[config.mk]
export PLATFORM = sky130hd
export DESIGN_NAME = ldx_core
export DESIGN_NICKNAME = d
export VERILOG_FILES = /design/src/rtl/ldx_pkg.sv /design/src/rtl/ldx_decode.sv /design/src/rtl/ldx_regfile.sv /design/src/rtl/ldx_core.sv
export SDC_FILE = /design/constraint.sdc
export NUM_CORES = 1
export LEC_CHECK = 0
export ABC_AREA = 1
export BUFFER_PORTS_ARGS = -buffer_cell sky130_fd_sc_hd__buf_2
export CAP_MARGIN = 30
export CORE_MARGIN = 3
export CORE_UTILIZATION = 50
export CTS_CLUSTER_DIAMETER = 80
export DETAILED_ROUTE_END_ITERATION = 16
export PLACE_DENSITY = 0.84
export SYNTH_ARGS = -nofsm -noshare
export SYNTH_HDL_FRONTEND = slang
export SYNTH_SLANG_ARGS = --single-unit
[constraint.sdc]
create_clock -name clk -period 4.2 [get_ports clk]
set_input_delay 0 -clock clk [delete_from_list [all_inputs] [get_ports clk]]
set_output_delay 0 -clock clk [all_outputs]
set_load 0.01 [all_outputs]
[src/rtl/ldx_pkg.sv]
package ldx_pkg;

    localparam int BYTE_W  = 8;
    localparam int WORD_W  = 2 * BYTE_W;
    localparam int NREG    = 8;
    localparam int RIDX_W  = $clog2(NREG);
    localparam int MCYC_W  = 2;
    localparam int NPAIR   = 4;
    localparam int PAIR_W  = $clog2(NPAIR);

    localparam logic [RIDX_W-1:0] CODE_MEM = 3'd6;
    localparam logic [PAIR_W-1:0] PAIR_SP  = 2'd3;
    localparam logic [BYTE_W-1:0] OP_HALT  = 8'h76;

    typedef logic [BYTE_W-1:0] byte_t;
    typedef logic [WORD_W-1:0] word_t;
    typedef logic [MCYC_W-1:0] mcyc_t;

    typedef enum logic [2:0] {
        K_MOVE,
        K_HALT,
        K_IMM8,
        K_IMM16,
        K_BAD
    } kind_e;

    typedef enum logic [2:0] {
        S_FETCH,
        S_DECODE,
        S_MEMRD,
        S_IMM8,
        S_IMMLO,
        S_IMMHI
    } state_e;

    typedef struct packed {
        kind_e               kind;
        logic [RIDX_W-1:0]   dst;
        logic [RIDX_W-1:0]   src;
        logic [PAIR_W-1:0]   pair;
        logic                dst_mem;
        logic                src_mem;
        mcyc_t               cost;
    } dec_s;

    function automatic kind_e classify(byte_t op);
        kind_e k;
        if (op == OP_HALT)                                k = K_HALT;
        else if (op[7:6] == 2'b01)                        k = K_MOVE;
        else if (op[7:6] == 2'b00 && op[2:0] == 3'b110)   k = K_IMM8;
        else if (op[7:6] == 2'b00 && op[3:0] == 4'b0001)  k = K_IMM16;
        else                                              k = K_BAD;
        return k;
    endfunction

    function automatic mcyc_t cost_of(kind_e k, logic dmem, logic smem);
        mcyc_t c;
        case (k)
            K_MOVE:  c = (dmem || smem) ? mcyc_t'(2) : mcyc_t'(1);
            K_IMM8:  c = dmem ? mcyc_t'(3) : mcyc_t'(2);
            K_IMM16: c = mcyc_t'(3);
            default: c = mcyc_t'(1);
        endcase
        return c;
    endfunction

endpackage

[src/rtl/ldx_decode.sv]
module ldx_decode
    import ldx_pkg::*;
(
    input  byte_t op_i,
    output dec_s  dec_o
);
    kind_e kind;
    logic  dmem;
    logic  smem;

    always_comb begin
        kind = classify(op_i);
        dmem = (op_i[5:3] == CODE_MEM);
        smem = (op_i[2:0] == CODE_MEM);
        dec_o.kind    = kind;
        dec_o.dst     = op_i[5:3];
        dec_o.src     = op_i[2:0];
        dec_o.pair    = op_i[5:4];
        dec_o.dst_mem = dmem;
        dec_o.src_mem = smem;
        dec_o.cost    = cost_of(kind, dmem, smem);
    end
endmodule

[src/rtl/ldx_regfile.sv]
module ldx_regfile
    import ldx_pkg::*;
#(
    parameter byte_t F_RESET = 8'h00
) (
    input  logic                   clk,
    input  logic                   rst,
    input  logic                   wr_en_i,
    input  logic [RIDX_W-1:0]      wr_idx_i,
    input  byte_t                  wr_data_i,
    input  logic                   sp_lo_we_i,
    input  logic                   sp_hi_we_i,
    input  byte_t                  sp_data_i,
    input  logic [RIDX_W-1:0]      rd_idx_i,
    output byte_t                  rd_data_o,
    output logic [NREG*BYTE_W-1:0] regs_o,
    output word_t                  sp_o
);
    byte_t slot [NREG];
    word_t sp_q;

    for (genvar i = 0; i < NREG; i++) begin : g_slot
        if (i == int'(CODE_MEM)) begin : g_flag
            byte_t f_q;
            always_ff @(posedge clk) begin
                if (rst) f_q <= F_RESET;
            end
            assign slot[i] = f_q;
        end else begin : g_gpr
            byte_t r_q;
            always_ff @(posedge clk) begin
                if (rst)
                    r_q <= '0;
                else if (wr_en_i && wr_idx_i == RIDX_W'(i))
                    r_q <= wr_data_i;
            end
            assign slot[i] = r_q;
        end
        assign regs_o[i*BYTE_W +: BYTE_W] = slot[i];
    end

    always_ff @(posedge clk) begin
        if (rst) begin
            sp_q <= '0;
        end else begin
            if (sp_lo_we_i) sp_q[BYTE_W-1:0]      <= sp_data_i;
            if (sp_hi_we_i) sp_q[WORD_W-1:BYTE_W] <= sp_data_i;
        end
    end

    assign rd_data_o = slot[rd_idx_i];
    assign sp_o      = sp_q;
endmodule

[src/rtl/ldx_core.sv]
module ldx_core
    import ldx_pkg::*;
#(
    parameter logic [15:0] RESET_PC = 16'h0000,
    parameter logic [7:0]  F_RESET  = 8'h00
) (
    input  logic        clk,
    input  logic        rst,
    output logic [15:0] mem_addr_o,
    output logic        mem_rd_o,
    output logic        mem_we_o,
    output logic [7:0]  mem_wdata_o,
    input  logic [7:0]  mem_rdata_i,
    output logic        done_o,
    output logic [7:0]  op_o,
    output logic [1:0]  mcyc_o,
    output logic        halt_o,
    output logic        bad_o,
    output logic [63:0] regs_o,
    output logic [15:0] sp_o,
    output logic [15:0] pc_o
);
    state_e state_q, state_d;
    byte_t  ir_q;
    word_t  pc_q;
    byte_t  op_cur;
    dec_s   dec;

    logic              wr_en;
    logic [RIDX_W-1:0] wr_idx;
    byte_t             wr_data;
    logic              sp_lo_we, sp_hi_we;
    byte_t             rf_rd;
    word_t             hl;
    logic              pc_inc;

    logic  fin, fin_halt, fin_bad;
    logic  done_q, halt_q, bad_q;
    byte_t op_q;
    mcyc_t mcyc_q;

    assign op_cur = (state_q == S_DECODE) ? mem_rdata_i : ir_q;

    ldx_decode u_dec (
        .op_i  (op_cur),
        .dec_o (dec)
    );

    ldx_regfile #(.F_RESET(F_RESET)) u_rf (
        .clk        (clk),
        .rst        (rst),
        .wr_en_i    (wr_en),
        .wr_idx_i   (wr_idx),
        .wr_data_i  (wr_data),
        .sp_lo_we_i (sp_lo_we),
        .sp_hi_we_i (sp_hi_we),
        .sp_data_i  (mem_rdata_i),
        .rd_idx_i   (dec.src),
        .rd_data_o  (rf_rd),
        .regs_o     (regs_o),
        .sp_o       (sp_o)
    );

    assign hl = {regs_o[4*BYTE_W +: BYTE_W], regs_o[5*BYTE_W +: BYTE_W]};

    always_comb begin
        state_d     = state_q;
        mem_addr_o  = pc_q;
        mem_rd_o    = 1'b0;
        mem_we_o    = 1'b0;
        mem_wdata_o = rf_rd;
        pc_inc      = 1'b0;
        wr_en       = 1'b0;
        wr_idx      = dec.dst;
        wr_data     = mem_rdata_i;
        sp_lo_we    = 1'b0;
        sp_hi_we    = 1'b0;
        fin         = 1'b0;
        fin_halt    = 1'b0;
        fin_bad     = 1'b0;
        case (state_q)
            S_FETCH: begin
                mem_rd_o = 1'b1;
                pc_inc   = 1'b1;
                state_d  = S_DECODE;
            end
            S_DECODE: begin
                case (dec.kind)
                    K_MOVE: begin
                        if (dec.src_mem) begin
                            mem_rd_o   = 1'b1;
                            mem_addr_o = hl;
                            state_d    = S_MEMRD;
                        end else begin
                            if (dec.dst_mem) begin
                                mem_we_o   = 1'b1;
                                mem_addr_o = hl;
                            end else begin
                                wr_en   = 1'b1;
                                wr_data = rf_rd;
                            end
                            fin     = 1'b1;
                            state_d = S_FETCH;
                        end
                    end
                    K_HALT: begin
                        fin      = 1'b1;
                        fin_halt = 1'b1;
                        state_d  = S_FETCH;
                    end
                    K_IMM8, K_IMM16: begin
                        mem_rd_o = 1'b1;
                        pc_inc   = 1'b1;
                        state_d  = (dec.kind == K_IMM8) ? S_IMM8 : S_IMMLO;
                    end
                    default: begin
                        fin     = 1'b1;
                        fin_bad = 1'b1;
                        state_d = S_FETCH;
                    end
                endcase
            end
            S_MEMRD: begin
                wr_en   = 1'b1;
                fin     = 1'b1;
                state_d = S_FETCH;
            end
            S_IMM8: begin
                if (dec.dst_mem) begin
                    mem_we_o    = 1'b1;
                    mem_addr_o  = hl;
                    mem_wdata_o = mem_rdata_i;
                end else begin
                    wr_en = 1'b1;
                end
                fin     = 1'b1;
                state_d = S_FETCH;
            end
            S_IMMLO: begin
                if (dec.pair == PAIR_SP) sp_lo_we = 1'b1;
                else                     wr_en    = 1'b1;
                wr_idx   = {dec.pair, 1'b1};
                mem_rd_o = 1'b1;
                pc_inc   = 1'b1;
                state_d  = S_IMMHI;
            end
            S_IMMHI: begin
                if (dec.pair == PAIR_SP) sp_hi_we = 1'b1;
                else                     wr_en    = 1'b1;
                wr_idx  = {dec.pair, 1'b0};
                fin     = 1'b1;
                state_d = S_FETCH;
            end
            default: state_d = S_FETCH;
        endcase
    end

    always_ff @(posedge clk) begin
        if (rst) begin
            state_q <= S_FETCH;
            ir_q    <= '0;
            pc_q    <= RESET_PC;
            done_q  <= 1'b0;
            halt_q  <= 1'b0;
            bad_q   <= 1'b0;
            op_q    <= '0;
            mcyc_q  <= '0;
        end else begin
            state_q <= state_d;
            if (state_q == S_DECODE) ir_q <= mem_rdata_i;
            pc_q    <= pc_q + word_t'(pc_inc);
            done_q  <= fin;
            halt_q  <= fin_halt;
            bad_q   <= fin_bad;
            if (fin) begin
                op_q   <= op_cur;
                mcyc_q <= dec.cost;
            end
        end
    end

    assign done_o = done_q;
    assign halt_o = halt_q;
    assign bad_o  = bad_q;
    assign op_o   = op_q;
    assign mcyc_o = mcyc_q;
    assign pc_o   = pc_q;
endmodule

==> results of run 1 <==
cell usage after synthesis (7+ instances only):
master	number
sky130_fd_sc_hd__inv_1	97
sky130_fd_sc_hd__nor2_1	167
sky130_fd_sc_hd__o21ai_0	36
sky130_fd_sc_hd__buf_2	13
sky130_fd_sc_hd__dfxtp_1	112
sky130_fd_sc_hd__a22oi_1	16
sky130_fd_sc_hd__nand2_4	8
sky130_fd_sc_hd__clkbuf_1	16
sky130_fd_sc_hd__a21oi_1	50
sky130_fd_sc_hd__inv_2	7
sky130_fd_sc_hd__nor3_1	8
sky130_fd_sc_hd__buf_6	8
sky130_fd_sc_hd__buf_4	9
sky130_fd_sc_hd__nand3_1	77
sky130_fd_sc_hd__nand2_1	296
worst paths after layout:
kind	start	depth (start not counted)	slack, ns	endpoint
setup / recovery	state_q[1]	20	0.49	pc_o[15]
hold / removal	rst	2	0.19	pc_o[0]
setup reg to reg	state_q[1]	20	0.49	pc_o[15]
hold reg to reg	u_rf.sp_o[11]	2	0.46	u_rf.sp_o[11]
power by group through the flow:
stage	Combinational [mW]	Sequential, mW	Clock [mW]
after floorplan	0.338	1.16	0
after global placement	0.507	1.15	0
after detailed placement	0.512	1.15	0
after CTS	0.520	1.13	0.906
after global routing	0.584	1.13	0.950
final	0.524	1.13	0.898
cells by family after synthesis:
logic type               count (synthesis)  synth area share (%)
flip-flops                             112                 36.79
adder cells (fa/ha/maj)                  3                0.6160
AND/OR/NAND/NOR                        586                 40.92
AO/OA/AOI/OAI                          112                 10.12
other                                    1               0.06153
buffers and inverters                  155                 11.35
XOR/XNOR                                 1                0.1437
metal layers:
layer / vias up / wire length (µm) / track usage [%] / share of wire (%)
li1: 3261 / - / - / -
met1: 2983 / 7849 / 36.66 / 43
met2: 311 / 8164 / 42.45 / 45
met3: 42 / 1710 / 6.684 / 9.4
met4: 0 / 489 / 9.667 / 2.7
met5: - / 0 / 0 / 0
per-stage QoR:
step | util (%) | worst slack [ns] | instance area, µm² | hold slack (ns)
after global placement | 57.96 | 0.6968 | 6759 | 0.3450
after CTS | 61.28 | 0.5345 | 7147 | 0.1787
after floorplan | - | 1.056 | 6121 | 0.1585
after detailed placement | 57.96 | 0.5828 | 6759 | 0.3512
after global routing | 61.28 | 0.1232 | 7147 | 0.2057
final | 61.28 | 0.4880 | 7147 | 0.1906
final cells by class:
cell class              count  share of cell area [%]
repair buffers            153                   11.59
multi-input cells         710                   44.66
clock inverters             4                  0.7178
well taps                 143                   2.504
clock buffers              12                   3.589
inverters                 106                   5.567
flip-flops and latches    112                   31.37
flip-flops by register name (all words and copies together) (netlist names):
register               count
mcyc_o                     2
ir_q                       8
u_rf.g_slot.g_gpr.r_q     56
op_o                       8
halt_o                     1
bad_o                      1
done_o                     1
u_rf.sp_o                 16
pc_o                      16
state_q                    3
worst reg2reg max path: stages, from the launching register on:
cell                      delay, ns
sky130_fd_sc_hd__dfxtp_1       0.37
sky130_fd_sc_hd__inv_2         0.19
sky130_fd_sc_hd__nand3_2       0.24
sky130_fd_sc_hd__buf_4         0.29
sky130_fd_sc_hd__nand2_1       0.09
sky130_fd_sc_hd__nand2_1       0.07
sky130_fd_sc_hd__nor2_1        0.13
sky130_fd_sc_hd__nand3_1       0.15
sky130_fd_sc_hd__and2_1        0.22
sky130_fd_sc_hd__o21ai_0       0.18
sky130_fd_sc_hd__ha_1          0.23
sky130_fd_sc_hd__nand3_1       0.12
sky130_fd_sc_hd__or2_2         0.31
sky130_fd_sc_hd__nor2_1        0.12
sky130_fd_sc_hd__nand2_1       0.09
sky130_fd_sc_hd__nor2_1        0.25
sky130_fd_sc_hd__nand3_1       0.16
sky130_fd_sc_hd__nor2_1        0.12
sky130_fd_sc_hd__nand2_1       0.07
sky130_fd_sc_hd__o21ai_0       0.14
sky130_fd_sc_hd__nor2_1        0.06
repair_timing:
item	in CTS	in global routing
setup endpoints to repair	0	0
hold buffers	8	0
endpoints found under the hold margin	13	0
==> reports/metrics.cfg, run 1 <==
[status]
status=completed

[pwr]
vdd.ir_drop.worst_v=0.0002495
sw_frac_of_total_pct=31.03
power.share.clock_pct=35.2
net-switching-power_mw=0.7908
totalPowerFinal_mw=2.548
p_int_mw=1.757
leakagePower_nw=3.919
power_density_nw_per_um2=356.5
comb_power_share_pct=20.6
seq_power_share_pct=44.2

[floorplan]
io_pins=145
design.core.area_um2=11660
rows=39
initial_core_util_pct=52.26
chipHeight_um=116.4
dieWidth_um=116.4
die_area_um2=13550

[logic_synthesis]
synth.lib_cells_used.distinct=38
yosysTopAreaCellShare_pct=36.79
ys_dominant_reg_cell=sky130_fd_sc_hd__dfxtp_1
synth-edff-count=0
avgSynthCellArea_um2=6.283
ys_seq_elements=112
synth_seq_area_share_pct=36.79
postSynthCellCount=970
synth_top_area_cells=sky130_fd_sc_hd__dfxtp_1 37%, sky130_fd_sc_hd__nand2_1 18%, sky130_fd_sc_hd__nor2_1 10%
synthArstFlopShare_pct=0
synth_area_leader_cell=sky130_fd_sc_hd__dfxtp_1
yosysWarnings=0
netlist_area_um2=6095

[cts]
clock_insertion_delay_worst_skew_ns=0.36
clock_path_buffers=2
ctsResizeCount=0
clk_transition_reported_paths_ns=0.07
cts_tree=built
clock-sinks=112
post-cts-setup-buffer-count=0
htree_levels=3
root_buffer=sky130_fd_sc_hd__clkbuf_16
numCtsBuffers=9

[critical_path]
cpPeakStageDelay_ns=0.37
worstPathMaxFanout=21
critPathBufInv=2
critical-path-top-delay-family=simple AND/OR/NAND/NOR gates
crit_path_cell_trace=inv_2, nand3_2, buf_4, nand2_1, nand2_1, nor2_1, nand3_1, and2_1, o21ai_0, ha_1, nand3_1, or2_2, nor2_1, nand2_1, nor2_1, nand3_1, nor2_1, nand2_1, o21ai_0, nor2_1
crit_path_start_kind=flip-flop
worstSetupPathType=reg -> reg
critPathCaptureType=flip-flop
cp.required_ns=4.45
critical_path_arrival_ns=3.96
crit_path_top_delay_cell=sky130_fd_sc_hd__dfxtp_1
cp_common_cell=sky130_fd_sc_hd__nor2_1

[cells_and_area]
ff_latch_area_um2=2242
drive_gt1_share_pct=17.50
area_growth_syn_to_layout_pct=17.27
antennaDiodeCount=0
layout.cells.most_common_list=296 x sky130_fd_sc_hd__nand2_1, 167 x sky130_fd_sc_hd__nor2_1, 136 x sky130_fd_sc_hd__buf_2
final_nets=1105
n_fill_cell=1077
multi_input_comb_area_um2=3192
layout.cells.most_common=sky130_fd_sc_hd__nand2_1
final-instance-count-excl-fill=1240

[grt]
grt_max_degree=43
grt_pass1_wl_mm=28.95
gr_usage_total_pct=27.18
global_route.overflow_total=0
number_of_antenna_violations_at_the_first_check_in_global_routing=0
via_count_of_the_first_global_routing_pass=5791

[timing]
rsz0062_at_grt=no
max_slew_margin_pct=33.75
finalCritPeriodShare_pct=88.38
totalNegativeSetupSlack_ns=0
report.final.slew_viol_count=0
worstMarginPinSlew_ns=0.9910
timing.clock.skew_ns=0.006733
setup-violations-final=0
layout_min_cycle_time_ns=3.712
max_clock_freq_mhz=269.4
final-hold-violation-count=0

[route]
antenna_left=0
wire_per_inst_um=14.69
num_vias=6597
drt-total-wl_mm=18.21
detail_route.first_pass.iterations=7
detailedRoute.firstIterationViolations=556
route.detailed.drc=0
vias_per_cell=5.320

[placement]
placed_cells_incl_taps=1216
port_buffers=136
globalplace.congestion=0.9378
half_perimeter_wire_length_after_detailed_placement_mm=13.04

[flow_run]
cap_viol_max_count=0

[min_path]
worstHoldPathType=in -> reg

(Power assumes the default switching activity.)
==> inputs of run 2 (changes only) <==
- PLACE_DENSITY: 0.84 -> unset
- PLACE_DENSITY_LB_ADDON: unset -> 0.1
==> run 2 against run 1 <==
  * Maximum frequency up 0.33%
  * Total power down 1.7%
  * Setup slack better by 0.012 ns
  * Sequential power about the same
  * Non-clock buffer count unchanged
  * Critical endpoint unchanged
==> reports/metrics.cfg, run 2 (same netlist as run 1, synthesis figures left out) <==
[route]
drt-total-wl_mm=18.31  ; +0.53%
detailedRoute.firstIterationViolations=644  ; +16%
detail_route.first_pass.iterations=6  ; -1
route.detailed.drc=0  ; unchanged
met3_length_mm=1.445  ; -15%
top_layer_used=met4
antenna_left=0  ; unchanged
num_vias=6429  ; -2.5%
met2_wirelength_mm=8.157  ; about the same
vias_per_cell=5.189  ; -2.5%
wire_per_inst_um=14.78  ; +0.61%
wirelength_met1_mm=8.296  ; +5.7%

[cells_and_area]
area_growth_syn_to_layout_pct=16.96
drive_gt1_share_pct=17.52  ; about the same
largest_register_ffs=56  ; unchanged
largest_register=u_rf.g_slot.g_gpr.r_q
post-route-util_pct=61.12  ; -0.16 points
layout.cells.most_common_list=296 x sky130_fd_sc_hd__nand2_1, 166 x sky130_fd_sc_hd__nor2_1, 136 x sky130_fd_sc_hd__buf_2
layout.cells.most_common=sky130_fd_sc_hd__nand2_1
final-instance-count-excl-fill=1239  ; -0.081%
layout.cell_area.non_filler_um2=7128  ; -0.26%
final_nets=1105  ; unchanged
antennaDiodeCount=0  ; unchanged

[grt]
grt_max_degree=43  ; unchanged
number_of_antenna_violations_at_the_first_check_in_global_routing=0  ; unchanged
grt_pass1_wl_mm=28.50  ; -1.6%
global_route.overflow_total=0  ; unchanged
gr_usage_total_pct=27.07  ; -0.10 points
via_count_of_the_first_global_routing_pass=5430  ; -6.2%

[timing]
rsz0062_at_grt=no
timing.clock.skew_ns=0.009699  ; +0.002966 ns
max_slew_margin_pct=32.40  ; -1.4 points
totalNegativeSetupSlack_ns=0  ; unchanged
setup-violations-final=0  ; unchanged
worstMarginPinSlew_ns=1.011  ; +0.02026 ns
max_clock_freq_mhz=270.3  ; +0.33%
holdWs_ns=0.01914  ; -0.1715 ns
final-hold-violation-count=0  ; unchanged
finalCritPeriodShare_pct=88.09  ; -0.29 points
report.final.slew_viol_count=0  ; unchanged
layout_min_cycle_time_ns=3.700  ; -0.01226 ns

[placement]
port_buffers=136  ; unchanged
placement.cell_area_um2=6766  ; +0.11%
half_perimeter_wire_length_after_detailed_placement_mm=13.13  ; +0.67%
placed_cells_incl_taps=1217  ; +0.082%
globalplace.congestion=0.9245  ; -1.4%

[floorplan]
initial_core_util_pct=52.26  ; unchanged
io_pins=145  ; unchanged
die_area_um2=13550  ; unchanged
design.core.area_um2=11660  ; unchanged
dieWidth_um=116.4  ; unchanged
chipHeight_um=116.4  ; unchanged
rows=39  ; unchanged

[cts]
cts_tree=built
htree_levels=3  ; unchanged
numCtsBuffers=9  ; unchanged
clock_path_buffers=2  ; unchanged
clock-sinks=112  ; unchanged
clock_insertion_delay_worst_skew_ns=0.36  ; about the same
root_buffer=sky130_fd_sc_hd__clkbuf_16
clk_transition_reported_paths_ns=0.07  ; about the same

[flow_run]
cap_viol_max_count=0  ; unchanged

[pwr]
net-switching-power_mw=0.7685  ; -2.8%
power.share.clock_pct=34.1  ; -1.1 points
leakagePower_nw=3.909  ; -0.26%
vdd.ir_drop.worst_v=0.0003318  ; +33%
comb_power_share_pct=20.9  ; +0.3 points
p_int_mw=1.736  ; -1.2%
seq_power_share_pct=45.0  ; +0.8 points
power_density_nw_per_um2=351.4  ; -1.4%
sw_frac_of_total_pct=30.68  ; -0.36 points

[critical_path]
worstPathMaxFanout=20  ; -4.8%
cp.required_ns=4.45  ; about the same
critical_path_arrival_ns=3.95  ; about the same
critPathCaptureType=flip-flop
worstSetupPathType=reg -> reg
crit_path_start_kind=flip-flop

[min_path]
worstHoldPathType=in -> reg

[status]
status=completed

-- run 2: area by class of cell --
cell class              instances  area [µm²]
multi-input cells             710        3194
fillers                      1169        4534
flip-flops and latches        112        2242
clock inverters                 3       42.54
well taps                     143       178.9
repair buffers                153       825.8
inverters                     106       397.9
clock buffers                  12       246.5
-- run 2: path summary, 6_finish.rpt --
check | cells past startpoint | slack, ns | startpoint | endpoint
worst min register to register | 2 | 0.46 | u_rf.sp_o[6] | u_rf.sp_o[6]
worst max register to register | 20 | 0.50 | state_q[1] | pc_o[15]
worst min-delay path | 3 | 0.02 | mem_rdata_i[3] | u_rf.sp_o[11]
worst max-delay path | 20 | 0.50 | state_q[1] | pc_o[15]
-- run 2: critical path: stages (launching register included) --
cell and delay (ns):
sky130_fd_sc_hd__dfxtp_1 0.36, sky130_fd_sc_hd__inv_2 0.19, sky130_fd_sc_hd__nand3_2 0.27, sky130_fd_sc_hd__buf_4 0.30, sky130_fd_sc_hd__nand2_1 0.08, sky130_fd_sc_hd__nand2_1 0.07, sky130_fd_sc_hd__nor2_1 0.15, sky130_fd_sc_hd__nand3_1 0.17
sky130_fd_sc_hd__and2_1 0.23, sky130_fd_sc_hd__o21ai_0 0.20, sky130_fd_sc_hd__ha_1 0.25, sky130_fd_sc_hd__nand3_1 0.12, sky130_fd_sc_hd__or2_2 0.31, sky130_fd_sc_hd__nor2_1 0.11, sky130_fd_sc_hd__nand2_1 0.10, sky130_fd_sc_hd__nor2_2 0.18
sky130_fd_sc_hd__nand3_1 0.14, sky130_fd_sc_hd__nor2_1 0.11, sky130_fd_sc_hd__nand2_1 0.07, sky130_fd_sc_hd__o21ai_0 0.14, sky130_fd_sc_hd__nor2_1 0.05
-- run 2: per-stage QoR --
| step | total power [mW] | worst slack [ns] |
|---|---|---|
| CTS | 2.517 | 0.4324 |
| floorplan | 1.500 | 1.056 |
| global route | 2.624 | 0.07576 |
| finish | 2.505 | 0.5003 |
| global placement | 1.661 | 0.6082 |
| detailed placement | 1.665 | 0.4622 |
-- run 2: layer usage --
layer  up-vias  GRT usage [%]
met4         0          9.049
met3        38          5.181
met1      2862          37.90
met5         -              0
met2       257          41.99
li1       3272              -
-- run 2: repair_timing --
action	CTS	global route
hold buffers	7	0
endpoints found under the setup margin	0	1
endpoints found under the hold margin	13	0
buffers inserted	0	0
gates resized for setup	0	1
-- run 2: power by group through the flow --
stage	Clock [mW]	Sequential [mW]	Combinational (mW)
after global routing	0.913	1.13	0.582
after CTS	0.870	1.13	0.520
after global placement	0	1.15	0.511
final	0.855	1.13	0.523
after floorplan	0	1.16	0.338
after detailed placement	0	1.15	0.514
==> inputs of run 3 (changes only) <==
- CTS_BUF_LIST: unset -> sky130_fd_sc_hd__clkbuf_8
==> run 3 against run 2 <==
  * Clock power down 25%
  * Clock skew decreased by 0.00072 ns
  * Hold slack better by 0.14 ns
  * Final area decreased by 1.3%
  * Core utilization fell by 0.78 points
  * Sequential power barely moved
  * Die area unchanged
  * Maximum frequency decreased by 0.41%
  * Critical path type unchanged
  * Count of clock-buffer cells in the layout shrank 2
  * Combinational power is essentially flat
  * Setup slack worse by 0.015 ns
  * Sequential share of layout area rose by 0.41 points
==> reports/metrics.cfg, run 3 (same netlist as run 1, synthesis figures left out) <==
[min_path]
worstHoldPathType=in -> reg
min_from=rst
holdPathStages=2  ; -1
hold_end=ir_q[5]

[cells_and_area]
drive_gt1_share_pct=17.50  ; about the same
antennaDiodeCount=0  ; unchanged
layout.cells.most_common_list=296 x sky130_fd_sc_hd__nand2_1, 166 x sky130_fd_sc_hd__nor2_1, 136 x sky130_fd_sc_hd__buf_2
final_nets=1106  ; +0.090%
largest_register=u_rf.g_slot.g_gpr.r_q
area_growth_syn_to_layout_pct=15.46
largest_register_ffs=56  ; unchanged
layout.cells.most_common=sky130_fd_sc_hd__nand2_1

[timing]
finalCritPeriodShare_pct=88.45  ; +0.36 points
worstMarginPinSlew_ns=1.037  ; +0.02532 ns
final-hold-violation-count=0  ; unchanged
totalNegativeSetupSlack_ns=0  ; unchanged
holdWs_ns=0.1598  ; +0.1406 ns
rsz0062_at_grt=no
report.final.slew_viol_count=0  ; unchanged
max_clock_freq_mhz=269.2  ; -0.41%
max_slew_margin_pct=30.70  ; -1.7 points
setup-violations-final=0  ; unchanged
timing.clock.skew_ns=0.008980  ; -0.0007185 ns
layout_min_cycle_time_ns=3.715  ; +0.01522 ns

[route]
num_vias=6392  ; -0.58%
detailedRoute.firstIterationViolations=606  ; -5.9%
drt-total-wl_mm=18.42  ; +0.61%
antenna_left=0  ; unchanged
vias_per_cell=5.155  ; -0.66%
route.detailed.drc=0  ; unchanged
wire_per_inst_um=14.86  ; +0.53%
detail_route.first_pass.iterations=5  ; -1

[flow_run]
cap_viol_max_count=0  ; unchanged

[critical_path]
crit_path_start_kind=flip-flop
reg2reg_slack_ns=0.49  ; -0.02 ns
crit_path_cell_trace=inv_2, nand3_2, buf_4, nand2_1, nand2_1, nor2_1, nand3_1, and2_1, o21ai_0, ha_1, nand3_1, or2_2, nor2_1, nand2_1, nor2_2, nand3_1, nor2_1, nand2_1, o21ai_0, nor2_1
cp.required_ns=4.49  ; +0.04 ns
rr_endpoint=pc_o[15]
critical_path_arrival_ns=4.00  ; +0.05 ns
startpoint=state_q[1]
ff2ff_path_depth=20  ; unchanged
worstPathMaxFanout=20  ; unchanged
cpPeakStageDelay_ns=0.37  ; about the same
r2r-start=state_q[1]
worstSetupPathType=reg -> reg
critPathCaptureType=flip-flop
crit_path_top_delay_cell=sky130_fd_sc_hd__dfxtp_1

[pwr]
totalPowerFinal_mw=2.292  ; -8.5%
power_density_nw_per_um2=325.7  ; -7.3%
leakagePower_nw=3.875  ; -0.86%
vdd.ir_drop.worst_v=0.0002423  ; -27%

[grt]
number_of_antenna_violations_at_the_first_check_in_global_routing=0  ; unchanged
gr_usage_total_pct=27.10  ; +0.030 points
grt_max_degree=43  ; unchanged
grt_pass1_wl_mm=28.58  ; +0.27%
global_route.overflow_total=0  ; unchanged
via_count_of_the_first_global_routing_pass=5455  ; +0.46%

[floorplan]
die_area_um2=13550  ; unchanged
dieWidth_um=116.4  ; unchanged
io_pins=145  ; unchanged
design.core.area_um2=11660  ; unchanged
initial_core_util_pct=52.26  ; unchanged
chipHeight_um=116.4  ; unchanged
rows=39  ; unchanged

[cts]
clock_insertion_delay_worst_skew_ns=0.39  ; +0.03 ns
clk_transition_reported_paths_ns=0.10  ; +0.03 ns
clock-sinks=112  ; unchanged
cts_tree=built
clock_path_buffers=2  ; unchanged
root_buffer=sky130_fd_sc_hd__clkbuf_8
numCtsBuffers=9  ; unchanged
post-cts-setup-buffer-count=0  ; unchanged
htree_levels=3  ; unchanged

[placement]
globalplace.congestion=0.9245  ; unchanged
half_perimeter_wire_length_after_detailed_placement_mm=13.13  ; unchanged
port_buffers=136  ; unchanged

[status]
status=completed

## run 3: metrics by stage
step | cell area (µm²) | setup slack (ns) | util [%] | cells
6_report | 7037 | 0.4851 | 60.34 | 1240
2_1_floorplan | 6121 | 1.056 | - | 977
4_1_cts | 7034 | 0.4295 | 60.32 | 1240
5_1_grt | 7037 | 0.07097 | 60.34 | 1240
3_3_place_gp | 6766 | 0.6082 | 58.02 | 1217
3_5_place_dp | 6766 | 0.4622 | 58.02 | 1217
## run 3: per-layer routing
layer  up-vias  share of wire, %  track usage (%)
met1      2838                47            38.08
met2       245                44            42.14
met3        39               7.0            5.389
li1       3270                 -                -
met5         -                 0                0
met4         0               2.4            8.198
## run 3: where the power goes
group,internal (mW),switching [mW]
Sequential,1.10,0.0253
Clock,0.284,0.357
Combinational,0.160,0.364
## run 3: worst max-delay path, delay by kind of cell, from the launching register on
kind	cells	cell delay, ns
compound gates	2	0.33
flops	1	0.37
fa+ha+maj	1	0.25
buf+inv	2	0.49
simple gates	15	2.15
## run 3: repair_timing
item / in CTS / in global routing
hold endpoints to repair: 16 / 0
hold buffers: 8 / 0
setup endpoints to repair: 0 / 1
resized for setup: 0 / 1
## run 3: worst max-delay path by stage
stage | end | slack, ns | cells past startpoint
floorplan | pc_o[15] | 1.06 | 22
detailed placement | pc_o[15] | 0.46 | 20
finish | pc_o[15] | 0.49 | 20
global route | pc_o[15] | 0.07 | 20
CTS | pc_o[15] | 0.43 | 20
global placement | pc_o[15] | 0.61 | 20
## run 3: final cells by class
cell class	instances	area, µm²
clock inverters	5	50.05
well taps	143	178.9
clock buffers	10	137.6
multi-input cells	710	3194
repair buffers	154	835.8
flip-flops and latches	112	2242
inverters	106	397.9
fillers	1187	4626
